[src/rtl/wdog_pkg.sv]
package wdog_pkg;
  localparam logic [7:0] KEY_RESTART = 8'h4E;
  localparam logic [7:0] KEY_DISARM  = 8'hB1;

  // bit 3 reset-link, bits 2:1 period select, bit 0 enable
  typedef struct packed {
    logic       rst_link;
    logic [1:0] period;
    logic       enable;
  } mode_t;
endpackage

[src/rtl/wdog_regs.sv]
module wdog_regs
  import wdog_pkg::*;
#(
  parameter int ADDR_W    = 2,
  parameter int MODE_ADDR = 0,
  parameter int CMD_ADDR  = 1
) (
  input  logic              clk,
  input  logic              rst_n,
  input  logic              wr_en,
  input  logic [ADDR_W-1:0] wr_addr,
  input  logic [7:0]        wr_data,
  output mode_t             mode,
  output logic              running,
  output logic              restart
);
  localparam logic [ADDR_W-1:0] MODE_A = ADDR_W'(MODE_ADDR);
  localparam logic [ADDR_W-1:0] CMD_A  = ADDR_W'(CMD_ADDR);

  mode_t mode_q, mode_d;
  logic  run_q, run_d;
  logic  mode_wr, cmd_wr, disarm;

  assign mode_wr = wr_en && (wr_addr == MODE_A);
  assign cmd_wr  = wr_en && (wr_addr == CMD_A);
  assign restart = cmd_wr && (wr_data == KEY_RESTART);
  assign disarm  = cmd_wr && (wr_data == KEY_DISARM) && !mode_q.enable;

  always_comb begin
    mode_d = mode_q;
    run_d  = run_q;
    if (mode_wr) begin
      mode_d = mode_t'(wr_data[3:0]);
      if (wr_data[0]) run_d = 1'b1;
    end
    if (disarm) run_d = 1'b0;
  end

  always_ff @(posedge clk or negedge rst_n) begin
    if (!rst_n) begin
      mode_q <= '{rst_link: 1'b0, period: 2'd0, enable: 1'b1};
      run_q  <= 1'b1;
    end else begin
      mode_q <= mode_d;
      run_q  <= run_d;
    end
  end

  assign mode    = mode_q;
  assign running = run_q;

  // the watchdog only stops after a disarm key with enable already low
  assert_stop_needs_key_R7: assert property (@(posedge clk) disable iff (!rst_n)
    $fell(run_q) |-> $past(cmd_wr && wr_data == KEY_DISARM && !mode_q.enable));
  // clearing the enable bit alone never stops the watchdog
  assert_enable_clear_runs_R6: assert property (@(posedge clk) disable iff (!rst_n)
    (run_q && mode_wr && !wr_data[0]) |=> run_q);
endmodule

[src/rtl/wdog_counter.sv]
module wdog_counter #(
  parameter int CNT_W  = 22,
  parameter int TAP_LO = 15
) (
  input  logic       clk,
  input  logic       rst_n,
  input  logic       running,
  input  logic       restart,
  input  logic [1:0] period,
  output logic       timeout
);
  localparam int NUM_TAPS = 4;
  localparam int TOP_TAP  = TAP_LO + 2 * (NUM_TAPS - 1);

  logic [CNT_W-1:0]    cnt_q, cnt_d;
  logic                half_q, half_d;
  logic                advance;
  logic [NUM_TAPS-1:0] tap_full;

  initial begin
    if (TAP_LO < 1 || TOP_TAP > CNT_W) $error("wdog_counter: taps outside counter");
  end

  for (genvar g = 0; g < NUM_TAPS; g++) begin : g_tap
    assign tap_full[g] = &cnt_q[TAP_LO+2*g-1:0];
  end

  assign advance = running && half_q;
  assign timeout = advance && tap_full[period] && !restart;

  always_comb begin
    cnt_d  = cnt_q;
    half_d = half_q;
    if (restart) begin
      cnt_d  = '0;
      half_d = 1'b0;
    end else if (running) begin
      half_d = !half_q;
      if (half_q) cnt_d = cnt_q + 1'b1;
    end
  end

  always_ff @(posedge clk or negedge rst_n) begin
    if (!rst_n) begin
      cnt_q  <= '0;
      half_q <= 1'b0;
    end else begin
      cnt_q  <= cnt_d;
      half_q <= half_d;
    end
  end

  // a restart key leaves the count at zero
  assert_restart_zero_R4: assert property (@(posedge clk) disable iff (!rst_n)
    restart |=> (cnt_q == '0));
  // a stopped watchdog holds its count
  assert_hold_when_off_R7: assert property (@(posedge clk) disable iff (!rst_n)
    (!running && !restart) |=> $stable(cnt_q));
  // timeouts are never back to back
  assert_timeout_spaced_R3: assert property (@(posedge clk) disable iff (!rst_n)
    timeout |=> !timeout);
endmodule

[src/rtl/wdog_pulse.sv]
module wdog_pulse #(
  parameter int RST_HOLD = 8
) (
  input  logic clk,
  input  logic rst_n,
  input  logic timeout,
  input  logic rst_link,
  output logic nmi_req,
  output logic sys_rst_req
);
  localparam int HOLD_W = $clog2(RST_HOLD + 1);

  logic              nmi_q, nmi_d;
  logic [HOLD_W-1:0] hold_q, hold_d;

  always_comb begin
    nmi_d  = timeout;
    hold_d = hold_q;
    if (timeout && rst_link)  hold_d = HOLD_W'(RST_HOLD);
    else if (hold_q != '0)    hold_d = hold_q - 1'b1;
  end

  always_ff @(posedge clk or negedge rst_n) begin
    if (!rst_n) begin
      nmi_q  <= 1'b0;
      hold_q <= '0;
    end else begin
      nmi_q  <= nmi_d;
      hold_q <= hold_d;
    end
  end

  assign nmi_req     = nmi_q;
  assign sys_rst_req = (hold_q != '0);

  // a reset request only starts together with an interrupt request
  assert_rst_with_nmi_R9: assert property (@(posedge clk) disable iff (!rst_n)
    $rose(sys_rst_req) |-> nmi_req);
  // without the link bit a timeout never starts a reset request
  assert_no_link_no_rst_R9: assert property (@(posedge clk) disable iff (!rst_n)
    (timeout && !rst_link && !sys_rst_req) |=> !sys_rst_req);
  // interrupt request lasts one cycle
  assert_nmi_single_R3: assert property (@(posedge clk) disable iff (!rst_n)
    nmi_req |=> !nmi_req);
endmodule

[src/rtl/wdog_keyed.sv]
module wdog_keyed
  import wdog_pkg::*;
#(
  parameter int ADDR_W   = 2,
  parameter int CNT_W    = 22,
  parameter int TAP_LO   = 15,
  parameter int RST_HOLD = 8
) (
  input  logic              clk,
  input  logic              rst_n,
  input  logic              wr_en,
  input  logic [ADDR_W-1:0] wr_addr,
  input  logic [7:0]        wr_data,
  output logic              nmi_req,
  output logic              sys_rst_req
);
  logic [1:0] rst_sync_q;
  logic       rst_n_int;
  mode_t      mode;
  logic       running, restart, timeout;

  always_ff @(posedge clk or negedge rst_n) begin
    if (!rst_n) rst_sync_q <= 2'b00;
    else        rst_sync_q <= {rst_sync_q[0], 1'b1};
  end
  assign rst_n_int = rst_sync_q[1];

  wdog_regs #(.ADDR_W(ADDR_W), .MODE_ADDR(0), .CMD_ADDR(1)) regs_i (
    .clk(clk), .rst_n(rst_n_int), .wr_en(wr_en), .wr_addr(wr_addr),
    .wr_data(wr_data), .mode(mode), .running(running), .restart(restart)
  );

  wdog_counter #(.CNT_W(CNT_W), .TAP_LO(TAP_LO)) cnt_i (
    .clk(clk), .rst_n(rst_n_int), .running(running), .restart(restart),
    .period(mode.period), .timeout(timeout)
  );

  wdog_pulse #(.RST_HOLD(RST_HOLD)) pulse_i (
    .clk(clk), .rst_n(rst_n_int), .timeout(timeout), .rst_link(mode.rst_link),
    .nmi_req(nmi_req), .sys_rst_req(sys_rst_req)
  );

  // a restart in the timeout cycle suppresses the interrupt
  assert_restart_wins_R10: assert property (@(posedge clk) disable iff (!rst_n_int)
    restart |=> !nmi_req);
  // nothing is requested in the first cycle after reset
  assert_quiet_after_reset_R1: assert property (@(posedge clk) disable iff (!rst_n_int)
    $rose(rst_n_int) |-> (!nmi_req && !sys_rst_req));
endmodule

[config.mk]
export PLATFORM = sky130hd
export DESIGN_NAME = wdog_keyed
export DESIGN_NICKNAME = d
export VERILOG_FILES = /design/src/rtl/wdog_pkg.sv /design/src/rtl/wdog_regs.sv /design/src/rtl/wdog_counter.sv /design/src/rtl/wdog_pulse.sv /design/src/rtl/wdog_keyed.sv
export SDC_FILE = /design/constraint.sdc
export NUM_CORES = 1
export LEC_CHECK = 0
export BUFFER_PORTS_ARGS = -buffer_cell sky130_fd_sc_hd__buf_4
export CAP_MARGIN = 20
export CORE_ASPECT_RATIO = 1.75
export CORE_UTILIZATION = 35
export CTS_CLUSTER_DIAMETER = 50
export DETAILED_ROUTE_END_ITERATION = 8
export PLACE_DENSITY_LB_ADDON = 0.25
export SLEW_MARGIN = 15
export SYNTH_ARGS = -nofsm -noshare
export SYNTH_HDL_FRONTEND = slang
export SYNTH_SLANG_ARGS = --single-unit
[constraint.sdc]
create_clock -name clk -period 4.05 [get_ports clk]
set_clock_uncertainty 0.1 [all_clocks]
set_input_delay 0.6075 -clock clk [delete_from_list [all_inputs] [get_ports clk]]
set_output_delay 0.6075 -clock clk [all_outputs]
set_load 0.02 [all_outputs]
==> qor.yml, run 1 <==
outcome: "finished, final reports clean"
first_pass_iters: 4
io_pins: 15
synth_edf_count: 0
yosysWarnings: 0
cpMaxStageDelayCell: "nor3b_1"
p_total_mw: 1.249
drv_slew: 0
synth_fp_nets: 185
peakVddDrop_mv: 0.3121
crit_type: "flip-flop to primary output"
avgViaCountPerCell: 5.417
cp_max_fo: 5
grt_max_degree: 33
row_count: 33
cts.htree.levels: 2
drtIter0Drc: 11
critPathMostFrequentCell: "inv_1"
worstSetupEndpointType: "primary output"
grt_pass1_wl_mm: 5.913
slew_headroom_pct: 57.14
coreArea_um2: 4666
fmax_mhz: 412.0
p_per_area_nw_per_um2: 635.4
p_sw_mw: 0.4603
ys_async_sr_fraction_pct: 100.0
hp-class: "flip-flop to asynchronous set/reset pin"
path_clk_slew_ps: 70
fin_ws_ps: 1623
met2_usage_pct: 28.51
post-dp-hpwl_mm: 2.532
met3_usage_pct: 3.883
grt_pass1_vias: 1338
syn_to_final_growth_pct: 15.69
p_seq_share_pct: 46.5
yosysUniqueCellTypes: 39
p_leak_nw: 0.7959
die_w_um: 54.67
wl_per_cell_um: 14.09
finalSetupViolCount: 0
avgSynthCellArea_um2: 10.11
antenna_left: 0
cts_buffers: 5
critPathTopFamily: "simple AND/OR/NAND/NOR gates"
top_usage_layer: "met2"
cts_tree: "done"
initial_core_util_pct: 36.42
tightest_slew_ps: 641.6
cts-resized-gates: 0
root_buffer: "clkbuf_8"
clockBufferDepth: 2
clock_sinks: 34
startpoint_type: "flip-flop"
synthFlopType: "dfrtp_1"
ys_seq_area_share_pct: 50.22
crit_chain: "inv_1 > ha_1 > nor3b_1 > inv_1 > buf_4"
wl_mm: 3.382
portBuffers: 14
crit_required_ps: 3340
p_sw_share_pct: 36.85
rsz0062_at_grt: "no"
dieHeight_um: 94.17
gp_congestion: 0.6972
drv_cap: 0
syn_inst: 168
yosysTopAreaCell: "dfrtp_1"
period_share_pct: 59.94
combPwrFrac_pct: 33.1
drive_gt1_share_pct: 18.62
dieArea_um2: 5148
hold_viol: 0
p_int_mw: 0.7888
clock_latency_ps: 280
grt_use_total_pct: 16.16
arrival_ps: 1720
tns_ps: 0
antenna_found_initial: 0
syn_area_um2: 1699
pre_cts_ws_ps: 1773
met1_usage_pct: 16.99
finalCriticalPeriod_ps: 2427
worst-path-buf-inv: 3
grt-ovfl-total: 0
drc: 0
ys_top_cells_by_area: "dfrtp_1, a21oi_1, xor2_1"
power.share.clock_pct: 20.4
vias: 1300
n_antenna_cell: 0
synth_top_area_share_pct: 47.13
nets: 204
synth_seq_cells: 34
cpPeakStageDelay_ps: 500
## worst reg2reg max path: stages (launching register included)
cell,delay (ps)
dfrtp_1,380
ha_1,190
nand3_1,150
nor3_1,210
and2_1,160
ha_1,140
nand3b_1,90
o31a_1,110
a2bb2oi_1,330
nor3b_1,220
## through the flow
stage               instance area (µm²)  instances  util (%)  hold WS, ps
floorplan                          1699        168         -        211.9
global route                       1966        240     42.13        233.9
global placement                   1864        231     39.96        172.1
detailed placement                 1864        231     39.96        185.6
finish                             1966        240     42.13        169.8
CTS                                1966        240     42.13        187.2
## layout make-up
type | count | area, µm²
clock inverter | 1 | 5.005
multi-input combinational | 123 | 803.3
timing repair buffer | 17 | 130.1
tap | 52 | 65.06
fill | 462 | 2700
sequential | 34 | 853.3
inverter | 6 | 22.52
clock buffer | 7 | 86.33
## cells in the final DEF, fill, tap and decap left out, types with 2 or more instances in the layout
cell type,count
xor2_1,7
dfstp_2,2
nand4_1,5
or3_1,9
nor3_1,5
nand3b_1,2
dfrtp_1,32
xnor2_1,6
nor3b_1,4
or4_1,2
and4_1,2
clkbuf_8,6
a21oi_1,16
a21o_1,2
nand2_1,7
mux2_2,4
nand3_1,9
and2_1,3
nor2_1,12
inv_1,6
o21ai_0,8
ha_1,4
buf_4,16
## sequential cells by signal (all words and copies together), names as in the netlist
register,cells
cnt_i.cnt_q,21
cnt_i.half_q,1
pulse_i.hold_q,4
pulse_i.nmi_req,1
regs_i.mode,4
regs_i.running,1
rst_sync_q,2
## worst paths after layout
kind	startpoint	slack, ps	cells after the start	to
max	pulse_i.hold_q[0]	1620	5	sys_rst_req
min reg2reg	rst_sync_q[1]	170	1	regs_i.mode[2]
max in group asynchronous	rst_n	3230	2	rst_sync_q[1]
min	rst_sync_q[1]	170	1	regs_i.mode[2]
min in group clk	rst_sync_q[0]	260	0	rst_sync_q[1]
max reg2reg	cnt_i.cnt_q[0]	1890	9	pulse_i.nmi_req
## kinds of logic (layout without fill, tap and decap cells)
kind of cell / Yosys count / count (layout) / synth area share, %
buffers and inverters: 11 / 31 / 2.503
adders and majority gates: 4 / 4 / 2.946
muxes: 4 / 4 / 2.651
DFF: 34 / 34 / 50.22
and+or+nand+nor: 70 / 70 / 24.30
AOI/OAI and AO/OA: 31 / 31 / 10.46
xor gates and xnor gates: 13 / 13 / 6.701
other: 1 / 1 / 0.2207
## routing by layer
| metal | wire length, µm | share of wire, % | vias to the layer above |
|---|---|---|---|
| met5 | 0 | 0 | - |
| met4 | 75 | 2.2 | 0 |
| met3 | 78 | 2.3 | 6 |
| met2 | 1974 | 58 | 15 |
| met1 | 1254 | 37 | 637 |
| li1 | - | - | 642 |
## what timing repair did
item	CTS	global route
hold endpoints to repair	2	0
setup buffers	0	0
hold buffers	1	0
## power by group through the flow
stage / sequential (mW) / clock (mW) / combinational (mW)
after floorplan: 0.558 / 0 / 0.321
after global placement: 0.577 / 0 / 0.398
after detailed placement: 0.587 / 0 / 0.419
after CTS: 0.581 / 0.265 / 0.424
after global routing: 0.605 / 0.281 / 0.477
final: 0.580 / 0.255 / 0.414
## Yosys cell counts (4+ instances only)
cell and number:
xnor2_1 6, ha_1 4, nor3b_1 4, xor2_1 7, a21oi_1 16, clkbuf_1 4
or3_1 9, nor3_1 5, o21ai_0 8, inv_1 6, dfrtp_1 32, nand4_1 5
mux2_2 4, nand2_1 7, nand3_1 9, nor2_1 12
No activity file was read; power rests on OpenSTA's default activity.
==> run 2: changes to the inputs <==
clock period = 2.3 ns   (was 4.05 ns; I/O delays follow)
==> run 2 against run 1 <==
  * First-iteration DRC count grew 64%
  * Combinational power up 84%
  * Routed wire length up 1.8%
  * Global-route usage is 0.19 points higher
  * Sequential power up 78%
  * Power rose by 76%
  * Utilization up 0.56 points
==> qor.yml, run 2 (same netlist as run 1, synthesis figures left out) <==
grt_use_total_pct: 16.35  # +0.19 points
critPathMostFrequentCell: "or4_1"
drv_cap: 0  # unchanged
p_sw_mw: 0.8130  # +77%
period_share_pct: 94.74
avgViaCountPerCell: 5.358  # -1.1%
coreArea_um2: 4666  # unchanged
clockBufferDepth: 2  # unchanged
wl_per_cell_um: 14.17  # +0.58%
antenna_found_initial: 0  # unchanged
worstSetupEndpointType: "flip-flop"
power.share.clock_pct: 18.6  # -1.8 points
hp-class: "primary input to flip-flop"
crit_required_ps: 2400  # -940 ps
root_buffer: "clkbuf_8"
row_count: 33  # unchanged
largest-register: "cnt_i.cnt_q"
clock_sinks: 34  # unchanged
rsz0062_at_grt: "no"
first_pass_iters: 4  # unchanged
syn_to_final_growth_pct: 17.23
p_seq_share_pct: 46.8  # +0.3 points
arrival_ps: 2280  # +560 ps
tns_ps: 0  # unchanged
path_clk_slew_ps: 60  # about the same
crit_chain: "ha_1 > nand3_1 > or4_1 > or4_1 > a21oi_1"
dpl_cell_area_um2: 1894  # +1.6%
fill_cells: 484  # +4.8%
p_sw_share_pct: 37.01  # +0.16 points
drive_gt1_share_pct: 20.42  # +1.8 points
drc: 0  # unchanged
crit_type: "flip-flop to flip-flop"
grt-ovfl-total: 0  # unchanged
grt_max_degree: 23  # -30%
fin_ws_ps: 120.9  # -1502 ps
p_per_area_nw_per_um2: 1103  # +74%
multi_input_area_um2: 814.5  # +1.4%
cts_tree: "done"
layout_commonest_cell: "dfrtp_1"
gp_congestion: 0.6917  # -0.79%
io_pins: 15  # unchanged
dieArea_um2: 5148  # unchanged
dieHeight_um: 94.17  # unchanged
cts_buffers: 5  # unchanged
peakVddDrop_mv: 0.5835  # +87%
fmax_mhz: 458.9
startpoint_type: "flip-flop"
initial_core_util_pct: 36.42  # unchanged
critPathTopFamily: "simple AND/OR/NAND/NOR gates"
combPwrFrac_pct: 34.6  # +1.5 points
pre_cts_ws_ps: 123.4  # -1649 ps
postCtsSetupBuffers: 0  # unchanged
drv_slew: 0  # unchanged
nets: 208  # +2.0%
largest_reg_flops: 21  # unchanged
portBuffers: 14  # unchanged
grt_pass1_vias: 1363  # +1.9%
wl_mm: 3.444  # +1.8%
antenna_left: 0  # unchanged
regArea_um2: 853.3  # unchanged
n_antenna_cell: 0  # unchanged
p_int_mw: 1.383  # +75%
hold_viol: 0  # unchanged
cpPeakStageDelay_ps: 660  # +160 ps
vias: 1302  # +0.15%
post-dp-hpwl_mm: 2.592  # +2.4%
outcome: "finished, final reports clean"
mostFrequentLayoutCells: "dfrtp_1, buf_4, a21oi_1, nor2_1"
cpMaxStageDelayCell: "or4_1"
tightest_slew_ps: 828.2  # +186.7 ps
clock_latency_ps: 280  # about the same
worst-path-buf-inv: 0  # -3
final_core_util_pct: 42.69  # +0.56 points
drtIter0Drc: 18  # +7
cts.htree.levels: 2  # unchanged
die_w_um: 54.67  # unchanged
postLayoutCellArea_um2: 1992  # +1.3%
slew_headroom_pct: 44.79  # -12 points
p_total_mw: 2.196  # +76%
finalCriticalPeriod_ps: 2179
cp_max_fo: 7  # +2
p_leak_nw: 0.8078  # +1.5%
grt_pass1_wl_mm: 6.051  # +2.3%
finalSetupViolCount: 0  # unchanged
==> run 2: area by class of cell <==
| class | count | share of cell area [%] |
|---|---|---|
| multi-input combinational | 123 | 40.89 |
| tap | 52 | 3.266 |
| sequential | 34 | 42.84 |
| timing repair buffer | 21 | 8.040 |
| inverter | 6 | 1.131 |
| clock buffer | 7 | 3.832 |
==> run 2: worst paths after layout <==
path / slack [ps] / cells after the start / start / to
worst max-delay path: 120 / 5 / cnt_i.cnt_q[0] / cnt_i.cnt_q[20]
worst min-delay path: 220 / 2 / wr_data[1] / regs_i.mode[1]
worst max register to register: 120 / 5 / cnt_i.cnt_q[0] / cnt_i.cnt_q[20]
worst min register to register: 250 / 0 / rst_sync_q[1] / cnt_i.half_q
max in group asynchronous: 1230 / 1 / rst_sync_q[1] / pulse_i.hold_q[1]
min in group asynchronous: 250 / 0 / rst_sync_q[1] / cnt_i.half_q
==> run 2: stage by stage <==
stage | hold slack [ps] | cells
2_1_floorplan | -50.59 | 168
3_3_place_gp | 28.10 | 235
4_1_cts | 212.0 | 243
3_5_place_dp | 28.17 | 235
6_report | 215.6 | 243
5_1_grt | 210.8 | 243
==> run 2: power by group through the flow <==
stage          Clock, mW  Sequential (mW)  Combinational [mW]
6_report           0.408             1.03               0.760
5_1_grt            0.454             1.07               0.879
4_1_cts            0.420             1.03               0.767
3_5_place_dp           0             1.04               0.757
3_3_place_gp           0             1.02               0.717
2_1_floorplan          0            0.983               0.565
==> run 2: per-layer routing <==
layer | share of wire, % | GRT usage (%)
met5 | 0 | 0
met4 | 2.1 | 7.051
met3 | 2.2 | 3.398
met2 | 56 | 29.72
met1 | 40 | 16.67
==> run 2: repair_timing <==
action | in CTS | in global routing
hold buffers | 1 | 0
gates resized for setup | 0 | 2
endpoints found under the hold margin | 2 | 0
endpoints found under the setup margin | 0 | 5
==> run 3: changes to the inputs <==
ABC_AREA = 1   (was default)
CTS_CLUSTER_SIZE = 40   (was default)
==> run 3 against run 2 <==
  * Critical path depth rose by 8
  * Power fell by 11%
  * Combinational power fell by 21%
  * Global-route usage rose by 3.3 points
  * Setup slack improved by 180 ps
  * Count of clock-buffer cells in the layout fell by 1
  * Non-clock buffer count did not move
  * Register-to-register slack improved by 180 ps
  * Worst hold slack got worse by 120 ps
  * Cell area rose by 17%
  * Die area rose by 17%
  * Area after synthesis rose by 18%
  * Highest routed layer unchanged
==> qor.yml, run 3 <==
syn_area_um2: 1998  # +18%
die_w_um: 59.12  # +8.1%
cpMaxStageDelayCell: "dfrtp_2"
synth_edf_count: 0  # unchanged
synth_seq_cells: 34  # unchanged
clockBufferDepth: 2  # unchanged
hold_viol: 0  # unchanged
grt_pass1_vias: 1803  # +32%
slew_headroom_pct: 66.20  # +21 points
hp-class: "flip-flop to asynchronous set/reset pin"
drtIter0Drc: 39  # +21
startpoint_type: "flip-flop"
fmax_mhz: 500.4  # +9.0%
crit_chain: "ha_2 > nand3_2 > nor2_1 > nand3_1 > nor2_1 > ha_1 > nor2_1 > nor2_1 > nand2_1 > nand2_1 > nand3_2 > nand2_1 > inv_1"
syn_inst: 280  # +67%
finalCriticalPeriod_ps: 1998  # -180.7 ps
peakVddDrop_mv: 0.5442  # -6.7%
cts.htree.levels: 2  # unchanged
drc: 0  # unchanged
grt_pass1_wl_mm: 8.556  # +41%
dieArea_um2: 6027  # +17%
outcome: "finished, final reports clean"
synthFlopType: "dfrtp_1"
p_leak_nw: 1.081  # +34%
yosysTopAreaCell: "dfrtp_1"
arrival_ps: 2090  # -190 ps
mostFrequentLayoutCells: "nand2_1, inv_1, nor2_1, dfrtp_1, o21ai_0"
antenna_found_initial: 0  # unchanged
critPathCapture: "pulse_i.hold_q[1]"
crit_type: "flip-flop to flip-flop"
vias: 1847  # +42%
rsz0062_at_grt: "no"
yosysWarnings: 0  # unchanged
yosysUniqueCellTypes: 31  # -21%
grt_max_degree: 20  # -13%
drive_gt1_share_pct: 13.44  # -7.0 points
antenna_left: 0  # unchanged
critPathTopFamily: "simple AND/OR/NAND/NOR gates"
drv_slew: 0  # unchanged
period_share_pct: 86.89  # -7.9 points
dpl_cell_area_um2: 2222  # +17%
root_buffer: "clkbuf_8"
dieHeight_um: 102.0  # +8.3%
coreArea_um2: 5540  # +19%
ys_top_cells_by_area: "dfrtp_1, nand2_1, inv_1"
worst-path-buf-inv: 1  # +1
ys_async_sr_fraction_pct: 100.0  # unchanged
post-synth-top-count-cell: "nand2_1"
cp.depth: 13  # +8
wl_per_cell_um: 13.57  # -4.3%
io_pins: 15  # unchanged
cpPeakStageDelay_ps: 430  # -230 ps
crit_required_ps: 2390  # about the same
post-dp-hpwl_mm: 3.898  # +50%
startpoint: "cnt_i.cnt_q[0]"
clock_sinks: 34  # unchanged
finalSetupViolCount: 0  # unchanged
r2r_start: "cnt_i.cnt_q[0]"
portBuffers: 14  # unchanged
layout_commonest_cell: "nand2_1"
fin_ws_ps: 301.6  # +180.7 ps
n_antenna_cell: 0  # unchanged
p_total_mw: 1.958  # -11%
initial_core_util_pct: 36.07  # -0.35 points
row_count: 36  # +9.1%
postCtsSetupBuffers: 0  # unchanged
nets: 321  # +54%
wl_mm: 5.169  # +50%
largest_reg_flops: 21  # unchanged
reg2reg_depth: 13  # +8
gp_congestion: 0.9214  # +33%
r2r_slack_ps: 300  # +180 ps
worstSetupEndpointType: "flip-flop"
r2r-end: "pulse_i.hold_q[1]"
syn_to_final_growth_pct: 16.66
whs_ps: 99.35  # -116.2 ps
ys_seq_area_share_pct: 42.71  # -7.5 points
synth_top_area_share_pct: 40.08  # -7.1 points
avgViaCountPerCell: 4.848  # -9.5%
p_per_area_nw_per_um2: 840.1  # -24%
clock_latency_ps: 300  # +20 ps
cts_buffers: 5  # unchanged
pre_cts_ws_ps: 179.5  # +56.05 ps
avgSynthCellArea_um2: 7.136  # -29%
first_pass_iters: 4  # unchanged
synth_fp_nets: 297  # +61%
largest-register: "cnt_i.cnt_q"
grt-ovfl-total: 0  # unchanged
critPathMostFrequentCell: "nor2_1"
cp_max_fo: 8  # +1
tns_ps: 0  # unchanged
grt_use_total_pct: 19.64  # +3.3 points
drv_cap: 0  # unchanged
postLayoutCellArea_um2: 2331  # +17%
synth_commonest_cells: "nand2_1, inv_1, dfrtp_1, nor2_1, o21ai_0"
cts_tree: "done"
path_clk_slew_ps: 80  # +20 ps
tightest_slew_ps: 507.0  # -321.2 ps
## run 3: cell type report
class                      count  area (µm²)
clock buffer                   6       82.58
clock inverter                 2       12.51
fill                         568        3209
inverter                      39       147.6
multi-input combinational    203       978.4
sequential                    34       854.6
tap                           76       95.09
timing repair buffer          21       160.2
## run 3: worst min path at each step
stage | startpoint | endpoint | slack [ps] | cells past startpoint
6_report | rst_sync_q[1] | cnt_i.cnt_q[2] | 100 | 0
4_1_cts | rst_sync_q[1] | cnt_i.cnt_q[18] | 110 | 0
5_1_grt | rst_sync_q[1] | cnt_i.cnt_q[18] | 140 | 0
3_5_place_dp | rst_n | rst_sync_q[0] | 30 | 1
2_1_floorplan | rst_n | rst_sync_q[0] | -50 | 0
3_3_place_gp | rst_n | rst_sync_q[0] | 30 | 1
## run 3: metal layers
| metal | vias to the layer above | GRT usage, % | share of wire (%) |
|---|---|---|---|
| met2 | 38 | 36.01 | 55 |
| met5 | - | 0 | 0 |
| met3 | 11 | 3.924 | 2.6 |
| li1 | 950 | - | - |
| met1 | 848 | 20.37 | 39 |
| met4 | 0 | 10.44 | 3.5 |
## run 3: what timing repair did
action                     CTS  global route
hold buffers                 1             0
resized for setup            0             2
hold endpoints to repair     2             0
setup endpoints to repair    0             4
## run 3: per-stage QoR
stage / std cells / util [%]
2_1_floorplan: 280 / -
3_3_place_gp: 372 / 40.11
3_5_place_dp: 372 / 40.11
4_1_cts: 381 / 42.01
5_1_grt: 381 / 42.07
6_report: 381 / 42.07
## run 3: logic make-up (layout without fill, tap and decap cells)
logic type	after synthesis	in the layout	synth area share [%]
compound gates	31	31	8.015
buf+inv	43	68	8.453
simple gates	163	163	36.38
other cells	1	1	0.1877
xor+xnor	4	4	1.754
fa+ha+maj	4	4	2.505
flops	34	34	42.71
## run 3: where the power goes
part | leakage (nW) | internal [mW] | switching (mW)
Sequential | 0.431 | 0.729 | 0.141
Combinational | 0.603 | 0.231 | 0.372
Clock | 0.0472 | 0.241 | 0.244
Total | 1.08 | 1.20 | 0.757
